<file path="src/rtl/cme_pkg.sv">
package cme_pkg;
  localparam int LINE_W = 128;
  localparam int PAGE_W = 32;
  localparam int OFF_W  = 6;
  localparam int CTR_W  = 32;
  localparam int ROUNDS = 4;
  localparam int HALF_W = LINE_W / 2;

  // one keyed ARX round over two halves
  function automatic logic [LINE_W-1:0] mix_round(input logic [LINE_W-1:0] x,
                                                  input logic [LINE_W-1:0] k,
                                                  input int unsigned r);
    logic [LINE_W-1:0] y;
    logic [HALF_W-1:0] a, b;
    y = x ^ k ^ {(LINE_W/32){32'h9E37_79B9 ^ 32'(r)}};
    a = y[LINE_W-1:HALF_W];
    b = y[HALF_W-1:0];
    a = a + b;
    b = ((b << 17) | (b >> (HALF_W-17))) ^ a;
    a = ((a << 25) | (a >> (HALF_W-25))) + b;
    return {b, a};
  endfunction
endpackage

</file>
<file path="src/rtl/cme_seed.sv">
module cme_seed #(
  parameter int LINE_W = cme_pkg::LINE_W,
  parameter int PAGE_W = cme_pkg::PAGE_W,
  parameter int OFF_W  = cme_pkg::OFF_W,
  parameter int CTR_W  = cme_pkg::CTR_W
) (
  input  logic [PAGE_W-1:0] page_i,
  input  logic [OFF_W-1:0]  off_i,
  input  logic [CTR_W-1:0]  ctr_i,
  input  logic              wb_i,
  output logic [LINE_W-1:0] seed_o,
  output logic [CTR_W-1:0]  ctr_o,
  output logic              sat_o
);
  localparam int PAD_W = LINE_W - PAGE_W - OFF_W - CTR_W;

  assign sat_o  = wb_i & (&ctr_i);
  assign ctr_o  = (wb_i && !sat_o) ? ctr_i + CTR_W'(1) : ctr_i;
  assign seed_o = {{PAD_W{1'b0}}, page_i, off_i, ctr_o};
endmodule

</file>
<file path="src/rtl/cme_pad_pipe.sv">
module cme_pad_pipe #(
  parameter int LINE_W = cme_pkg::LINE_W,
  parameter int STAGES = cme_pkg::ROUNDS
) (
  input  logic              clk_i,
  input  logic              rst_ni,
  input  logic              start_i,
  input  logic [LINE_W-1:0] seed_i,
  input  logic [LINE_W-1:0] key_i,
  input  logic              take_i,
  output logic              pad_vld_o,
  output logic [LINE_W-1:0] pad_o
);
  logic [STAGES-1:0] vld_vec;

  for (genvar s = 0; s < STAGES; s++) begin : g_stg
    logic              v;
    logic [LINE_W-1:0] q;
    logic              src_v;
    logic [LINE_W-1:0] src;
    if (s == 0) begin : g_head
      assign src_v = start_i;
      assign src   = seed_i;
    end else begin : g_body
      assign src_v = g_stg[s-1].v;
      assign src   = g_stg[s-1].q;
    end
    always_ff @(posedge clk_i or negedge rst_ni) begin
      if (!rst_ni) begin
        v <= 1'b0;
        q <= '0;
      end else if (src_v) begin
        v <= 1'b1;
        q <= cme_pkg::mix_round(src, key_i, s);
      end else if ((s == STAGES-1) ? take_i : 1'b1) begin
        v <= 1'b0;  // last stage holds until consumed
      end
    end
    assign vld_vec[s] = v;
  end

  assign pad_vld_o = g_stg[STAGES-1].v;
  assign pad_o     = g_stg[STAGES-1].q;

  p_one_stage_r8: assert property (@(posedge clk_i) disable iff (!rst_ni)
    $onehot0(vld_vec));
  p_pad_holds_r7: assert property (@(posedge clk_i) disable iff (!rst_ni)
    pad_vld_o && !take_i |=> pad_vld_o && $stable(pad_o));
endmodule

</file>
<file path="src/rtl/ctr_mem_crypt.sv">
module ctr_mem_crypt #(
  parameter int LINE_W = cme_pkg::LINE_W,
  parameter int PAGE_W = cme_pkg::PAGE_W,
  parameter int OFF_W  = cme_pkg::OFF_W,
  parameter int CTR_W  = cme_pkg::CTR_W,
  parameter int ROUNDS = cme_pkg::ROUNDS
) (
  input  logic              clk_i,
  input  logic              rst_ni,
  input  logic [LINE_W-1:0] key_i,
  input  logic              req_valid_i,
  input  logic              req_wb_i,
  input  logic [PAGE_W-1:0] req_page_i,
  input  logic [OFF_W-1:0]  req_off_i,
  input  logic [CTR_W-1:0]  req_ctr_i,
  input  logic [LINE_W-1:0] req_data_i,
  input  logic              mem_valid_i,
  input  logic [LINE_W-1:0] mem_data_i,
  output logic              busy_o,
  output logic              out_valid_o,
  output logic              out_wb_o,
  output logic [LINE_W-1:0] out_data_o,
  output logic [CTR_W-1:0]  ctr_o,
  output logic              ovf_o
);
  logic              accept;
  logic [LINE_W-1:0] seed;
  logic [CTR_W-1:0]  ctr_nxt;
  logic              sat;
  logic              pad_vld;
  logic [LINE_W-1:0] pad;
  logic              take;
  logic              fill_rdy;
  logic [LINE_W-1:0] fill_dat;

  logic              busy_q, wb_q, ovf_q, buf_vld;
  logic [CTR_W-1:0]  ctr_q;
  logic [LINE_W-1:0] wdat_q, buf_q;

  assign accept = req_valid_i & ~busy_q;

  cme_seed #(.LINE_W(LINE_W), .PAGE_W(PAGE_W), .OFF_W(OFF_W), .CTR_W(CTR_W)) u_seed (
    .page_i(req_page_i), .off_i(req_off_i), .ctr_i(req_ctr_i), .wb_i(req_wb_i),
    .seed_o(seed), .ctr_o(ctr_nxt), .sat_o(sat)
  );

  cme_pad_pipe #(.LINE_W(LINE_W), .STAGES(ROUNDS)) u_pad (
    .clk_i(clk_i), .rst_ni(rst_ni), .start_i(accept), .seed_i(seed), .key_i(key_i),
    .take_i(take), .pad_vld_o(pad_vld), .pad_o(pad)
  );

  // fill data: held copy first, else the live return
  assign fill_rdy = buf_vld | (mem_valid_i & busy_q & ~wb_q);
  assign fill_dat = buf_vld ? buf_q : mem_data_i;
  assign take     = pad_vld & (wb_q | fill_rdy);

  always_ff @(posedge clk_i or negedge rst_ni) begin
    if (!rst_ni) begin
      busy_q      <= 1'b0;
      wb_q        <= 1'b0;
      ovf_q       <= 1'b0;
      ctr_q       <= '0;
      wdat_q      <= '0;
      buf_vld     <= 1'b0;
      buf_q       <= '0;
      out_valid_o <= 1'b0;
      out_wb_o    <= 1'b0;
      out_data_o  <= '0;
      ctr_o       <= '0;
      ovf_o       <= 1'b0;
    end else begin
      out_valid_o <= 1'b0;
      if (accept) begin
        busy_q <= 1'b1;
        wb_q   <= req_wb_i;
        ovf_q  <= sat;
        ctr_q  <= ctr_nxt;
        wdat_q <= req_data_i;
      end
      if (take) begin
        busy_q      <= 1'b0;
        buf_vld     <= 1'b0;
        out_valid_o <= 1'b1;
        out_wb_o    <= wb_q;
        out_data_o  <= pad ^ (wb_q ? wdat_q : fill_dat);
        ctr_o       <= ctr_q;
        ovf_o       <= ovf_q;
      end else if (busy_q && !wb_q && mem_valid_i && !buf_vld) begin
        buf_vld <= 1'b1;
        buf_q   <= mem_data_i;
      end
    end
  end

  assign busy_o = busy_q;

  p_out_after_pad_r6: assert property (@(posedge clk_i) disable iff (!rst_ni)
    out_valid_o |-> $past(pad_vld) && $past(busy_q));
  p_no_overflow_r3: assert property (@(posedge clk_i) disable iff (!rst_ni)
    out_valid_o && ovf_o |-> out_wb_o && (&ctr_o));
  p_idle_after_out_r8: assert property (@(posedge clk_i) disable iff (!rst_ni)
    out_valid_o |-> !busy_o);
  p_buf_hold_r7: assert property (@(posedge clk_i) disable iff (!rst_ni)
    buf_vld && !pad_vld |=> buf_vld && $stable(buf_q));
endmodule

</file>
<file path="config.mk">
export PLATFORM = sky130hd
export DESIGN_NAME = ctr_mem_crypt
export DESIGN_NICKNAME = d
export VERILOG_FILES = /design/src/rtl/cme_pkg.sv /design/src/rtl/cme_seed.sv /design/src/rtl/cme_pad_pipe.sv /design/src/rtl/ctr_mem_crypt.sv
export SDC_FILE = /design/constraint.sdc
export NUM_CORES = 2
export LEC_CHECK = 0
export BUFFER_PORTS_ARGS = -buffer_cell sky130_fd_sc_hd__buf_4
export CAP_MARGIN = 40
export CORE_ASPECT_RATIO = 0.7
export CORE_MARGIN = 2
export CORE_UTILIZATION = 47
export CTS_BUF_LIST = sky130_fd_sc_hd__clkbuf_4
export DETAILED_ROUTE_END_ITERATION = 12
export PLACE_DENSITY = 0.62
export SLEW_MARGIN = 0
export SYNTH_ARGS = -nofsm -noshare
export SYNTH_HDL_FRONTEND = slang
export SYNTH_SLANG_ARGS = --single-unit
</file>
<file path="constraint.sdc">
create_clock -name clk_i -period 14.1 [get_ports clk_i]
set_clock_uncertainty 0.15 [all_clocks]
set_input_delay 2.115 -clock clk_i [delete_from_list [all_inputs] [get_ports clk_i]]
set_output_delay 2.115 -clock clk_i [all_outputs]
set_load 0.02 [all_outputs]
</file>
==> impl_metrics.toml <==
[worst_setup_path]
r2r_start = "u_pad.g_stg[2].q[0]"
crit_slowest_cell = "a31oi_1"
crit_fanout = 4
cp_data_required_time_ns = 15.12
crit_arrival_ns = 13.18
path_delay_family = "compound AO/OA/AOI/OAI gates"
cpMostUsedCell = "a21oi_1"
slowest_delay_ns = 0.49
crit_start = "key_i[0]"
cp-start-kind = "input port"
critPathBufInv = 1
critPathKind = "input port to register"
cp-end-kind = "register"

[sta]
worst_slack_ns = 1.95
max_freq_mhz = 82.3
final_hold_viol_count = 0
tightest_slew_ns = 1.22
period_minus_slack_ns = 12.15
finalSetupTns_ns = 0
maxSlewViolCount = 0
period_share = 0.862
relSlewSlack = 0.188
rsz0062_at_grt = "false"
setup_violations = 0
hold_slack_ns = 0.272

[finish]
drive_gt1_frac = 0.198
finalInstanceArea_mm2 = 0.0845
fin_nets = 9938
synthToLayoutAreaGrowth_pct = 15.9

[synth]
yosys.cell_types.count = 112
ys_async_sr_fraction = 1.00
synth_nets = 9102
syn-cell-area_mm2 = 0.0730
synthCells = 8135
ys_ff_latch = 971
avgSynthCellArea_um2 = 8.97
synth-edff-count = 0
synth_flop_cell = "dfrtp_1"
yosysSeqAreaShare = 0.333
yosys_warnings = 0

[run_status]
status = "completed"

[clock_network]
clkSlewWorstSetupHoldPaths_ns = 0.08
cts-resized-gates = 0
clock_sinks = 971
clk_latency_ns = 1.33
cts_buffer_depth = 4
cts-root-buf = "clkbuf_4"
cts_hold_buffers = 0
cts_tree = "built"
cts_inserted_buffers = 279
htreeDepth = 5
post_cts_buffers = 0

[routing]
drc = 0
firstDrtPassIters = 8
post_drt_wl_per_cell_um = 32.5
detail_route.iter0.violations = 10000
ant_nets = 0
vias = 69700
wl_mm = 365
vias_per_cell = 6.20

[global_route]
grt-ovfl-total = 0
grt_pass1_vias = 64100
grt_pass1_wl_mm = 497
grt_start_max_net_pins = 177
antenna_found_initial = 41
grtUsageTotal = 0.448

[floorplanning]
die_h_um = 334
die_w_um = 475
start_util = 0.475
dieArea_mm2 = 0.158
coreArea_mm2 = 0.154
rows = 120
ios = 623

[placement]
detailed_place_hpwl_mm = 296
placed_cell_area_mm2 = 0.0811
place_ws_ns = 1.17
numPortBuffers = 622
place.gp.congestion = 1.16

[job]
maxCapViolations = 0

[hold_path]
hold_path_class = "register to register"
min_from = "ctr_q[15]"
layout make-up:
| cell class | count | area [µm²] |
|---|---|---|
| inverter | 205 | 774 |
| sequential | 971 | 24300 |
| multi-input combinational | 6648 | 46900 |
| fill | 14300 | 69100 |
| clock buffer | 373 | 2800 |
| clock inverter | 64 | 359 |
| timing repair buffer | 866 | 6750 |
| tap | 2074 | 2590 |
| antenna | 31 | 77.6 |
cell usage after synthesis, types with 10 or more instances:
| master | number | area share |
|---|---|---|
| nand2_1 | 1266 | 0.065 |
| dfrtp_1 | 971 | 0.33 |
| xnor2_1 | 771 | 0.093 |
| xor2_1 | 565 | 0.068 |
| o21ai_0 | 546 | 0.037 |
| ha_1 | 500 | 0.086 |
| nor2_1 | 494 | 0.025 |
| a21oi_1 | 467 | 0.032 |
| mux2_2 | 419 | 0.065 |
| a21o_1 | 306 | 0.031 |
| clkbuf_1 | 277 | 0.014 |
| inv_1 | 202 | 0.010 |
| mux2i_1 | 135 | 0.019 |
| nand3_1 | 117 | 0.0080 |
| o21bai_1 | 90 | 0.0093 |
| nand4_1 | 80 | 0.0069 |
| nor3_1 | 73 | 0.0050 |
| nand2b_1 | 68 | 0.0058 |
| and3_1 | 67 | 0.0057 |
| nor2b_1 | 67 | 0.0057 |
| o21a_1 | 61 | 0.0063 |
| a31oi_1 | 49 | 0.0042 |
| o31ai_1 | 41 | 0.0042 |
| a211oi_1 | 37 | 0.0038 |
| and2_1 | 33 | 0.0028 |
| or2_2 | 30 | 0.0026 |
| o211ai_1 | 28 | 0.0029 |
| buf_1 | 25 | 0.0013 |
| or3_1 | 23 | 0.0020 |
| nor4_1 | 19 | 0.0016 |
| and4_1 | 17 | 0.0020 |
| a41oi_1 | 14 | 0.0017 |
| a21boi_0 | 13 | 0.0013 |
| o41ai_1 | 13 | 0.0016 |
| o21ai_1 | 12 | 0.00082 |
| a211o_1 | 11 | 0.0013 |
| a31o_2 | 11 | 0.0013 |
| a2111oi_0 | 10 | 0.0012 |
| maj3_1 | 10 | 0.0014 |
| xnor3_1 | 10 | 0.0031 |
cell families after synthesis:
kind of cell    Yosys count  synth area share
buf+inv                 516            0.0268
xor+xnor               1355             0.166
mux                     555            0.0834
fa+ha+maj               521            0.0898
simple gates           2392             0.144
compound gates         1825             0.157
flops                   971             0.333
worst min-delay path, stage by stage, from the launching register on:
cell     delay, ns
dfrtp_1       0.34
nand2_1       0.05
nand2_1       0.05
per-stage QoR:
step	utilization	cells
after floorplan	-	8135
after global placement	0.522	10600
after detailed placement	0.528	10700
after CTS	0.549	11200
after global routing	0.550	11200
final	0.550	11200
placed cells by master, fill, tap and decap left out, drive strengths merged, types with 76 or more instances in the layout:
master / Yosys / final
nor3: 76 / 76
a21o: 306 / 306
a21oi: 472 / 472
xnor2: 774 / 774
ha: 500 / 500
buf: 34 / 862
clkbuf: 277 / 376
inv: 203 / 209
o21ai: 559 / 559
mux2: 420 / 420
nand3: 118 / 118
nor2: 494 / 494
mux2i: 135 / 135
nand2: 1266 / 1266
o21bai: 90 / 90
xor2: 568 / 568
dfrtp: 971 / 971
nand4: 82 / 82
flip-flops by register name, indices dropped and copies added, names as in the netlist, 3 cells and up:
register / count
ctr_o: 32
u_pad.pad_o: 128
u_pad.g_stg.v: 3
buf_q: 128
out_data_o: 128
wdat_q: 128
u_pad.g_stg.q: 384
ctr_q: 32
per-layer routing:
metal | wire length [µm] | vias to the layer above | GRT usage
met2 | 129000 | 4608 | 0.533
met5 | 843 | - | 0.0253
met1 | 159000 | 34400 | 0.630
li1 | - | 30000 | -
met4 | 13000 | 30 | 0.149
met3 | 63800 | 652 | 0.288
final timing paths:
path	endpoint	slack, ns	depth (start not counted)
worst max-delay path	u_pad.pad_o[62]	1.95	44
worst min-delay path	ctr_o[15]	0.27	2
worst max register to register	u_pad.pad_o[62]	2.58	43
worst min register to register	ctr_o[15]	0.27	2
max in group asynchronous	wdat_q[61]	10.28	4
min in group asynchronous	u_pad.g_stg[1].q[3]	0.74	1
Power is not shown: default switching activity piles up to over one toggle a cycle in this logic, so the estimate is an artifact.
